==> src/rtl/alu_pkg.sv <==
`timescale 1ns/1ps
package alu_pkg;

  localparam int unsigned OPA_W = 3;
  localparam int unsigned OPB_W = 2;

  typedef enum logic [1:0] {
    MODE_OFF = 2'd0,
    MODE_A   = 2'd1,
    MODE_B   = 2'd2,
    MODE_AB  = 2'd3
  } alu_mode_e;

  typedef enum logic [OPA_W-1:0] {
    TA_ADD  = 3'd0,
    TA_SUB  = 3'd1,
    TA_XOR  = 3'd2,
    TA_AND  = 3'd3,
    TA_OR   = 3'd4,
    TA_XNOR = 3'd5,
    TA_NAND = 3'd6,
    TA_RSVD = 3'd7
  } tbl_a_op_e;

  typedef enum logic [OPB_W-1:0] {
    TB_NAND = 2'd0,
    TB_ADD  = 2'd1,
    TB_SUB  = 2'd2,
    TB_RSVD = 2'd3
  } tbl_b_op_e;

  typedef enum logic [OPB_W-1:0] {
    TD_XOR   = 2'd0,
    TD_XNOR  = 2'd1,
    TD_DECA  = 2'd2,
    TD_INCB2 = 2'd3
  } tbl_d_op_e;

endpackage

==> src/rtl/alu_mode_dec.sv <==
`timescale 1ns/1ps
module alu_mode_dec
  import alu_pkg::*;
(
  input  logic      alu_en,
  input  logic      grp_a_en,
  input  logic      grp_b_en,
  output alu_mode_e mode
);

  always_comb begin
    if (!alu_en) begin
      mode = MODE_OFF;
    end else begin
      unique case ({grp_b_en, grp_a_en})
        2'b01:   mode = MODE_A;
        2'b10:   mode = MODE_B;
        2'b11:   mode = MODE_AB;
        default: mode = MODE_OFF;
      endcase
    end
  end

endmodule

==> src/rtl/alu_table_a.sv <==
`timescale 1ns/1ps
module alu_table_a
  import alu_pkg::*;
#(
  parameter int unsigned W = 8
) (
  input  logic [OPA_W-1:0] op,
  input  logic [W-1:0]     a,
  input  logic [W-1:0]     b,
  output logic [W-1:0]     y,
  output logic             bad
);

  always_comb begin
    bad = 1'b0;
    unique case (op)
      TA_ADD:  y = a + b;
      TA_SUB:  y = a - b;
      TA_XOR:  y = a ^ b;
      TA_AND:  y = a & b;
      TA_OR:   y = a | b;
      TA_XNOR: y = ~(a ^ b);
      TA_NAND: y = ~(a & b);
      default: begin
        y   = '0;
        bad = 1'b1;
      end
    endcase
  end

endmodule

==> src/rtl/alu_table_b.sv <==
`timescale 1ns/1ps
module alu_table_b
  import alu_pkg::*;
#(
  parameter int unsigned W    = 8,
  parameter bit          DUAL = 1'b0
) (
  input  logic [OPB_W-1:0] op,
  input  logic [W-1:0]     a,
  input  logic [W-1:0]     b,
  output logic [W-1:0]     y,
  output logic             bad
);

  localparam logic [W-1:0] STEP_DEC = W'(1);
  localparam logic [W-1:0] STEP_INC = W'(2);

  generate
    if (DUAL) begin : g_dual
      always_comb begin
        bad = 1'b0;
        unique case (op)
          TD_XOR:   y = a ^ b;
          TD_XNOR:  y = ~(a ^ b);
          TD_DECA:  y = a - STEP_DEC;
          default:  y = b + STEP_INC;
        endcase
      end
    end else begin : g_single
      always_comb begin
        bad = 1'b0;
        unique case (op)
          TB_NAND: y = ~(a & b);
          TB_ADD:  y = a + b;
          TB_SUB:  y = a - b;
          default: begin
            y   = '0;
            bad = 1'b1;
          end
        endcase
      end
    end
  endgenerate

endmodule

==> src/rtl/alu_out_reg.sv <==
`timescale 1ns/1ps
module alu_out_reg #(
  parameter int unsigned W = 8
) (
  input  logic         clk,
  input  logic         rst_n,
  input  logic [W-1:0] nxt_res,
  input  logic         nxt_err,
  output logic [W-1:0] res_q,
  output logic         err_q
);

  logic ld_en;

  assign ld_en = (nxt_res != res_q) || (nxt_err != err_q);

  always_ff @(posedge clk or negedge rst_n) begin
    if (!rst_n) begin
      res_q <= '0;
      err_q <= 1'b0;
    end else if (ld_en) begin
      res_q <= nxt_res;
      err_q <= nxt_err;
    end
  end

endmodule

==> src/rtl/alu_dual_enable.sv <==
`timescale 1ns/1ps
module alu_dual_enable
  import alu_pkg::*;
#(
  parameter int unsigned W = 8
) (
  input  logic             clk,
  input  logic             rst_n,
  input  logic             alu_en,
  input  logic             grp_a_en,
  input  logic             grp_b_en,
  input  logic [OPA_W-1:0] op_a,
  input  logic [OPB_W-1:0] op_b,
  input  logic [W-1:0]     opnd_a,
  input  logic [W-1:0]     opnd_b,
  output logic [W-1:0]     result,
  output logic             err
);

  alu_mode_e    mode;
  logic [W-1:0] ya, yb, yd, nxt_res;
  logic         bad_a, bad_b, bad_d, nxt_err;

  alu_mode_dec u_dec (
    .alu_en   (alu_en),
    .grp_a_en (grp_a_en),
    .grp_b_en (grp_b_en),
    .mode     (mode)
  );

  alu_table_a #(.W(W)) u_tbl_a (
    .op  (op_a),
    .a   (opnd_a),
    .b   (opnd_b),
    .y   (ya),
    .bad (bad_a)
  );

  alu_table_b #(.W(W), .DUAL(1'b0)) u_tbl_b (
    .op  (op_b),
    .a   (opnd_a),
    .b   (opnd_b),
    .y   (yb),
    .bad (bad_b)
  );

  alu_table_b #(.W(W), .DUAL(1'b1)) u_tbl_d (
    .op  (op_b),
    .a   (opnd_a),
    .b   (opnd_b),
    .y   (yd),
    .bad (bad_d)
  );

  always_comb begin
    unique case (mode)
      MODE_A: begin
        nxt_res = ya;
        nxt_err = bad_a;
      end
      MODE_B: begin
        nxt_res = yb;
        nxt_err = bad_b;
      end
      MODE_AB: begin
        nxt_res = yd;
        nxt_err = bad_d;
      end
      default: begin
        nxt_res = '0;
        nxt_err = 1'b0;
      end
    endcase
  end

  alu_out_reg #(.W(W)) u_oreg (
    .clk     (clk),
    .rst_n   (rst_n),
    .nxt_res (nxt_res),
    .nxt_err (nxt_err),
    .res_q   (result),
    .err_q   (err)
  );

endmodule

==> config.mk <==
export PLATFORM = sky130hd
export DESIGN_NAME = alu_dual_enable
export DESIGN_NICKNAME = d
export VERILOG_FILES = /design/src/rtl/alu_pkg.sv /design/src/rtl/alu_mode_dec.sv /design/src/rtl/alu_table_a.sv /design/src/rtl/alu_table_b.sv /design/src/rtl/alu_out_reg.sv /design/src/rtl/alu_dual_enable.sv
export SDC_FILE = /design/constraint.sdc
export NUM_CORES = 1
export LEC_CHECK = 0
export BUFFER_PORTS_ARGS = -buffer_cell sky130_fd_sc_hd__buf_4
export CAP_MARGIN = 20
export CORE_MARGIN = 5
export CORE_UTILIZATION = 25
export DETAILED_ROUTE_END_ITERATION = 6
export SLEW_MARGIN = 25
export SYNTH_ARGS = -nofsm -noshare
export SYNTH_HDL_FRONTEND = slang
export SYNTH_HIERARCHICAL = 1
export SYNTH_SLANG_ARGS = --single-unit
==> constraint.sdc <==
create_clock -name clk -period 0.8 [get_ports clk]
set_input_delay 0.08 -clock clk [delete_from_list [all_inputs] [get_ports clk]]
set_output_delay 0.08 -clock clk [all_outputs]
set_load 0.01 [all_outputs]
-- Word-level counts from Yosys, hierarchy flattened
Index checks and enable logic that the tools add are counted.
- memory bits (read-only): 0
- bits in registers: 9
- memories kept: 0
- memory bits (writable): 0
- latch bits: 0
- word-level logic and storage cells: 41
- input bits: 26
- output and inout port bits: 9
- bitwise logic cells: 5
- divide/modulo/power cells: 0
- multiplexer cells: 9
- multipliers: 0
- add/sub/neg operators: 4
- shift-type cells: 0
- magnitude comparators: 0
- reduce and logical (&&, ||, !) cells: 5
- equal/unequal tests: 16
- operator list (cell ; count):
    case mux 8 bit (3 select lines) ; 3
    case mux 8 bit (7 select lines) ; 1
    inverter 8 bit ; 2
    == test 2 bit, second input constant ; 5
    == test 3 bit, second input constant ; 3
    adder 8 x 2 -> 8 bit, second input constant ; 1
    adder 8 bit ; 1
    AND 8 bit ; 1
    inequality test 8 bit ; 1
    OR 8 bit ; 1
    subtractor 8 x 1 -> 8 bit, second input constant ; 1
    subtractor 8 bit ; 1
    XOR 8 bit ; 1
    OR reduction 7 bit ; 1
    == test 2 x 1 -> 1 bit, second input constant ; 3
    == test 3 x 2 -> 1 bit, second input constant ; 2
    case mux 2 bit (3 select lines) ; 1
    == test 3 x 1 -> 1 bit, second input constant ; 1
    zero test 3 bit ; 1
    OR reduction 3 bit ; 1
    zero test 2 bit ; 1
    two-way mux 1 bit ; 2
    two-way mux 2 bit ; 1
    case mux 1 bit (2 select lines) ; 1
    other kinds (2) ; 2

-- Longest topological paths before layout
- depth in word-level cells: 7
- gate-level depth with buffers: 13

-- By module
Netlist, hierarchy kept.
- by module, submodules not included (module ; sequential area each (um^2) ; cells an instance ; instances ; area an instance (um^2)):
    alu_table_a ; 0.0 ; 153 ; 1 ; 1109.8
    alu_table_b at u_tbl_b ; 0.0 ; 90 ; 1 ; 633.1
    alu_table_b at u_tbl_d ; 0.0 ; 86 ; 1 ; 586.8
    alu_out_reg ; 225.2 ; 18 ; 1 ; 259.0
    alu_dual_enable ; 0.0 ; 22 ; 1 ; 211.5
    alu_mode_dec ; 0.0 ; 2 ; 1 ; 12.5

-- Worst setup path before layout
No wires, ideal clock.
- path kind: input port to flip-flop
- from: input op_a[2]
- to: register u_oreg.res_q[7]
- path buffers: 2
- arrival time: 2.375 ns
- slack: -1.690 ns
- stages on the path: 13
- cells stage by stage: buf_4 nor3b_4 a31oi_1 xnor2_1 ha_1 a21o_1 a31o_2 a21oi_1 xnor2_1 o221ai_1 mux2_2 a22o_1 clkbuf_1
- elaborated cells between the ends (all ways): 15
- classes of those cells: eq/ne (8); mux (4); reduce/logical (3)
- RTL lines (what ; line ; RTL):
    from (decl) ; alu_dual_enable.sv:12 ; input logic [OPA_W-1:0] op_a,
    == test 3 bit, or another cell as far along ; alu_table_a.sv:16 ; unique case (op)
    case mux 8 bit (7 select lines) * ; alu_table_a.sv:16 ;
    net ya[7] ; alu_dual_enable.sv:21 ; logic [W-1:0] ya, yb, yd, nxt_res;
    case mux 8 bit (3 select lines) * ; alu_dual_enable.sv:56 ; unique case (mode)
    net nxt_res[7] ; alu_dual_enable.sv:21 ;
    inequality test 8 bit ; alu_out_reg.sv:15 ; assign ld_en = (nxt_res != res_q) || (nxt_err != err_q);
    logical OR 1 bit ; alu_out_reg.sv:15 ;
    to (signal assigned) ; alu_out_reg.sv:22 ; res_q <= nxt_res;
    to (decl) ; alu_out_reg.sv:9 ; output logic [W-1:0] res_q,
Mark *: on every way through the listed nets, which the timed path passes. The rest lies on a longest branch.
A chain may end at the register's enable or synchronous reset.

-- Worst setup path after layout
- from: input opnd_b[5]
- to: register u_oreg.res_q[7]
- elaborated cells between the ends (all ways): 14
- classes of those cells: add/sub (3); eq/ne (1); mux (4); bitwise (5); reduce/logical (1)
- RTL lines (what ; line ; RTL):
    from (decl) ; alu_dual_enable.sv:15 ; input logic [W-1:0] opnd_b,
    subtractor 8 bit or adder 8 bit (tied branches) ; alu_table_a.sv:18, alu_table_a.sv:17 ;
    case mux 8 bit (7 select lines) * ; alu_table_a.sv:16 ;
    net ya[7] ; alu_dual_enable.sv:21 ;
    case mux 8 bit (3 select lines) * ; alu_dual_enable.sv:56 ;
    net nxt_res[7] ; alu_dual_enable.sv:21 ;
    inequality test 8 bit ; alu_out_reg.sv:15 ;
    logical OR 1 bit ; alu_out_reg.sv:15 ;
Marked as above.

==> reports/qor.txt <==
Routability Congestion: 0.9227
List of most frequent post-synthesis cells: 38 x ha_1, 34 x inv_1, 28 x nand2_1, 25 x xnor2_1
Pleak: 2.068 nW
Cells after Synth: 371
Syn nets: 437
Largest net degree at the start of global routing: 27
Via-to-Cell Ratio: 4.998
Worst setup margin: -1.384 ns
Top cells by area, synth: ha_1 17%, dfrtp_1 8.0%, xnor2_1 7.8%, inv_1 4.5%, mux2_2 4.4%
Setup TNS: -9.729 ns
Highest-delay cell along the critical path: ha_1
Post-DP HPWL: 7421 µm
Die ar.: 13470 µm²
Arrival time worst endpoint: 2.31 ns
RSZ-0062 raised after global routing: yes
Type of origin of the critical path: input pin
Worst Path Max Fanout: 3
CTS root buffer: clkbuf_16
Post-synthesis sequential area ratio: 8.007%
Die span in x: 116.1 µm
Top-count cell post-synth: ha_1
Residual DRC: 0
Synth top area share: 16.90%
Peak supply drop: 0.8497 mV
F_max: 457.9 MHz
Ant diodes: 0
Cells after DPL: 600
# port buffers: 34
Drt first pass iters: 5
Sink Count: 9
Synthesized cell area: 2813 µm²
CP Capture Type: flip-flop
Final setup viols: 13
Starting Density: 25.72%
Max Cap Viol: 0
FF+latch count, synth: 9
Global-route wire length before repair: 15350 µm
Row count: 38
Num CTS Buffers: 3
Drt wl/cell: 15.96 µm
Final min period: 2.184 ns
Delay-heaviest family, CP: compound AO/OA/AOI/OAI gates
Final net count: 551
Post-synth EDFFs: 0
Share of layout cells above drive strength 1: 39.88%
Tcrit/Tclk final: 273.0%
Total GRT Usage: 14.26%
Number of global-route vias before repair: 3031
Initial DRC Count: 162
Final hold violation count: 0
Status: finished with violations
Failing checks: setup timing
Critical Path Start: opnd_b[5]
Peak per-stage delay on the critical path: 0.31 ns
Total gr overflow: 0
Die Y: 116.1 µm
Vias: 3119
Routed WL: 9962 µm
Fin cells: 624
YS warnings: 6
# IOs: 35
Worst min-delay path class: input pin to async pin
Syn avg cell area: 7.581 µm²
Buffers & Inverters on Critical Path: 2
Ys flop type: dfrtp_1
Worst Path Class, Setup: input pin to flip-flop
Core Area: 10940 µm²
CTS Buffer Depth: 2
Initial antenna violation count: 0
Pre-CTS setup slack: -1.633 ns
Area leader, netlist: ha_1
Max Slew Vio Count: 0
CTS tree: yes
Clock transition at path regs: 0.04 ns
Layout Area Growth over Synthesis: 56.27%
Power per Cell Area: 1013 nW/µm²
Worst path required time: 0.93 ns
Crit path cell chain: buf_4, nor3_2, buf_4, a31oi_2, xnor2_1, ha_1, a21o_1, a31o_2, a21oi_2, xnor2_1, o221ai_1, mux2_4, a22o_1
Unique masters post-synth: 59
Asr flop ratio synth: 100.0%
H-tree Lvls: 1
Antenna viol nets, final: 0
[state kept, by name (all words and copies together) (netlist names)]
register      cells
u_oreg/res_q      8
u_oreg/err_q      1
[final cells by class]
type / instances / area [µm²]
Sequential cell: 9 / 225.2
Fill cell: 1104 / 6540
Timing Repair Buffer: 134 / 1241
Inverter: 34 / 135.1
Clock buffer: 4 / 78.83
Tap cell: 140 / 175.2
Multi-Input combinational cell: 303 / 2540
[routing by layer]
metal  global-route usage, %  vias to the layer above  wire length (µm)
met2                   24.43                       76              4945
li1                        -                     1551                 -
met4                   3.712                        0               153
met1                   19.28                     1482              4487
met3                   1.201                       10               376
met5                       0                        -                 0
[logic make-up after synthesis]
family          share of synthesized area (%)
compound gates                          23.18
xor+xnor                                10.85
fa+ha+maj                               18.33
buf+inv                                 9.386
flops                                   8.007
mux                                     8.141
other cells                            0.1333
simple gates                            21.98
[through the flow]
stage	hold WS, ns	instance area, µm²	total power, W	util, %
3_3_place_gp	-0.09353	3746	0.003032	34.26
3_5_place_dp	-0.08870	3746	0.003072	34.26
4_1_cts	0.2153	4059	0.004149	37.12
2_1_floorplan	-0.2156	2839	0.002019	-
6_report	0.2066	4395	0.004453	40.19
5_1_grt	0.2369	4395	0.004758	40.19
[layout by cell type (no fill, tap or decap), drive strengths merged, types with 3 or more instances in the layout]
master  count
a31oi       8
nor2b       8
o221ai      3
inv        34
nand3       8
clkbuf      4
mux2       12
and3        7
o21ai      19
a21oi      22
ha         38
nor2       22
nand2b      5
and2        3
buf       133
nor3b       5
a21o        6
mux2i       9
dfrtp       9
xor2        8
xnor2      26
o211ai      7
nand3b      4
o21a        3
a22o        9
nand2      28
nor3        9
[where the power goes]
part	switching, W	total [W]	internal [W]
Sequential	0.0000290	0.000532	0.000503
Combinational	0.00141	0.00304	0.00163
Clock	0.000217	0.000883	0.000666
[worst max path at each step]
stage                                             end  slack [ns]  depth (start not counted)
after floorplan           u_oreg/res_q[7]$_DFFE_PN0P_       -1.60                         13
after CTS                 u_oreg/res_q[7]$_DFFE_PN0P_       -1.38                         13
after detailed placement  u_oreg/res_q[7]$_DFFE_PN0P_       -1.63                         13
final                     u_oreg/res_q[7]$_DFFE_PN0P_       -1.38                         13
after global placement    u_oreg/res_q[6]$_DFFE_PN0P_       -1.62                         11
after global routing      u_oreg/res_q[7]$_DFFE_PN0P_       -1.49                         13
[what timing repair did]
action | CTS | global route
resized for setup | 44 | 55
endpoints found under the setup margin | 16 | 18
pin swaps | 11 | 32
hold buffers | 1 | 0
endpoints found under the hold margin | 9 | 0
buffers inserted | 0 | 18
cloned | 2 | 0
No activity file was read; power rests on OpenSTA's default activity.
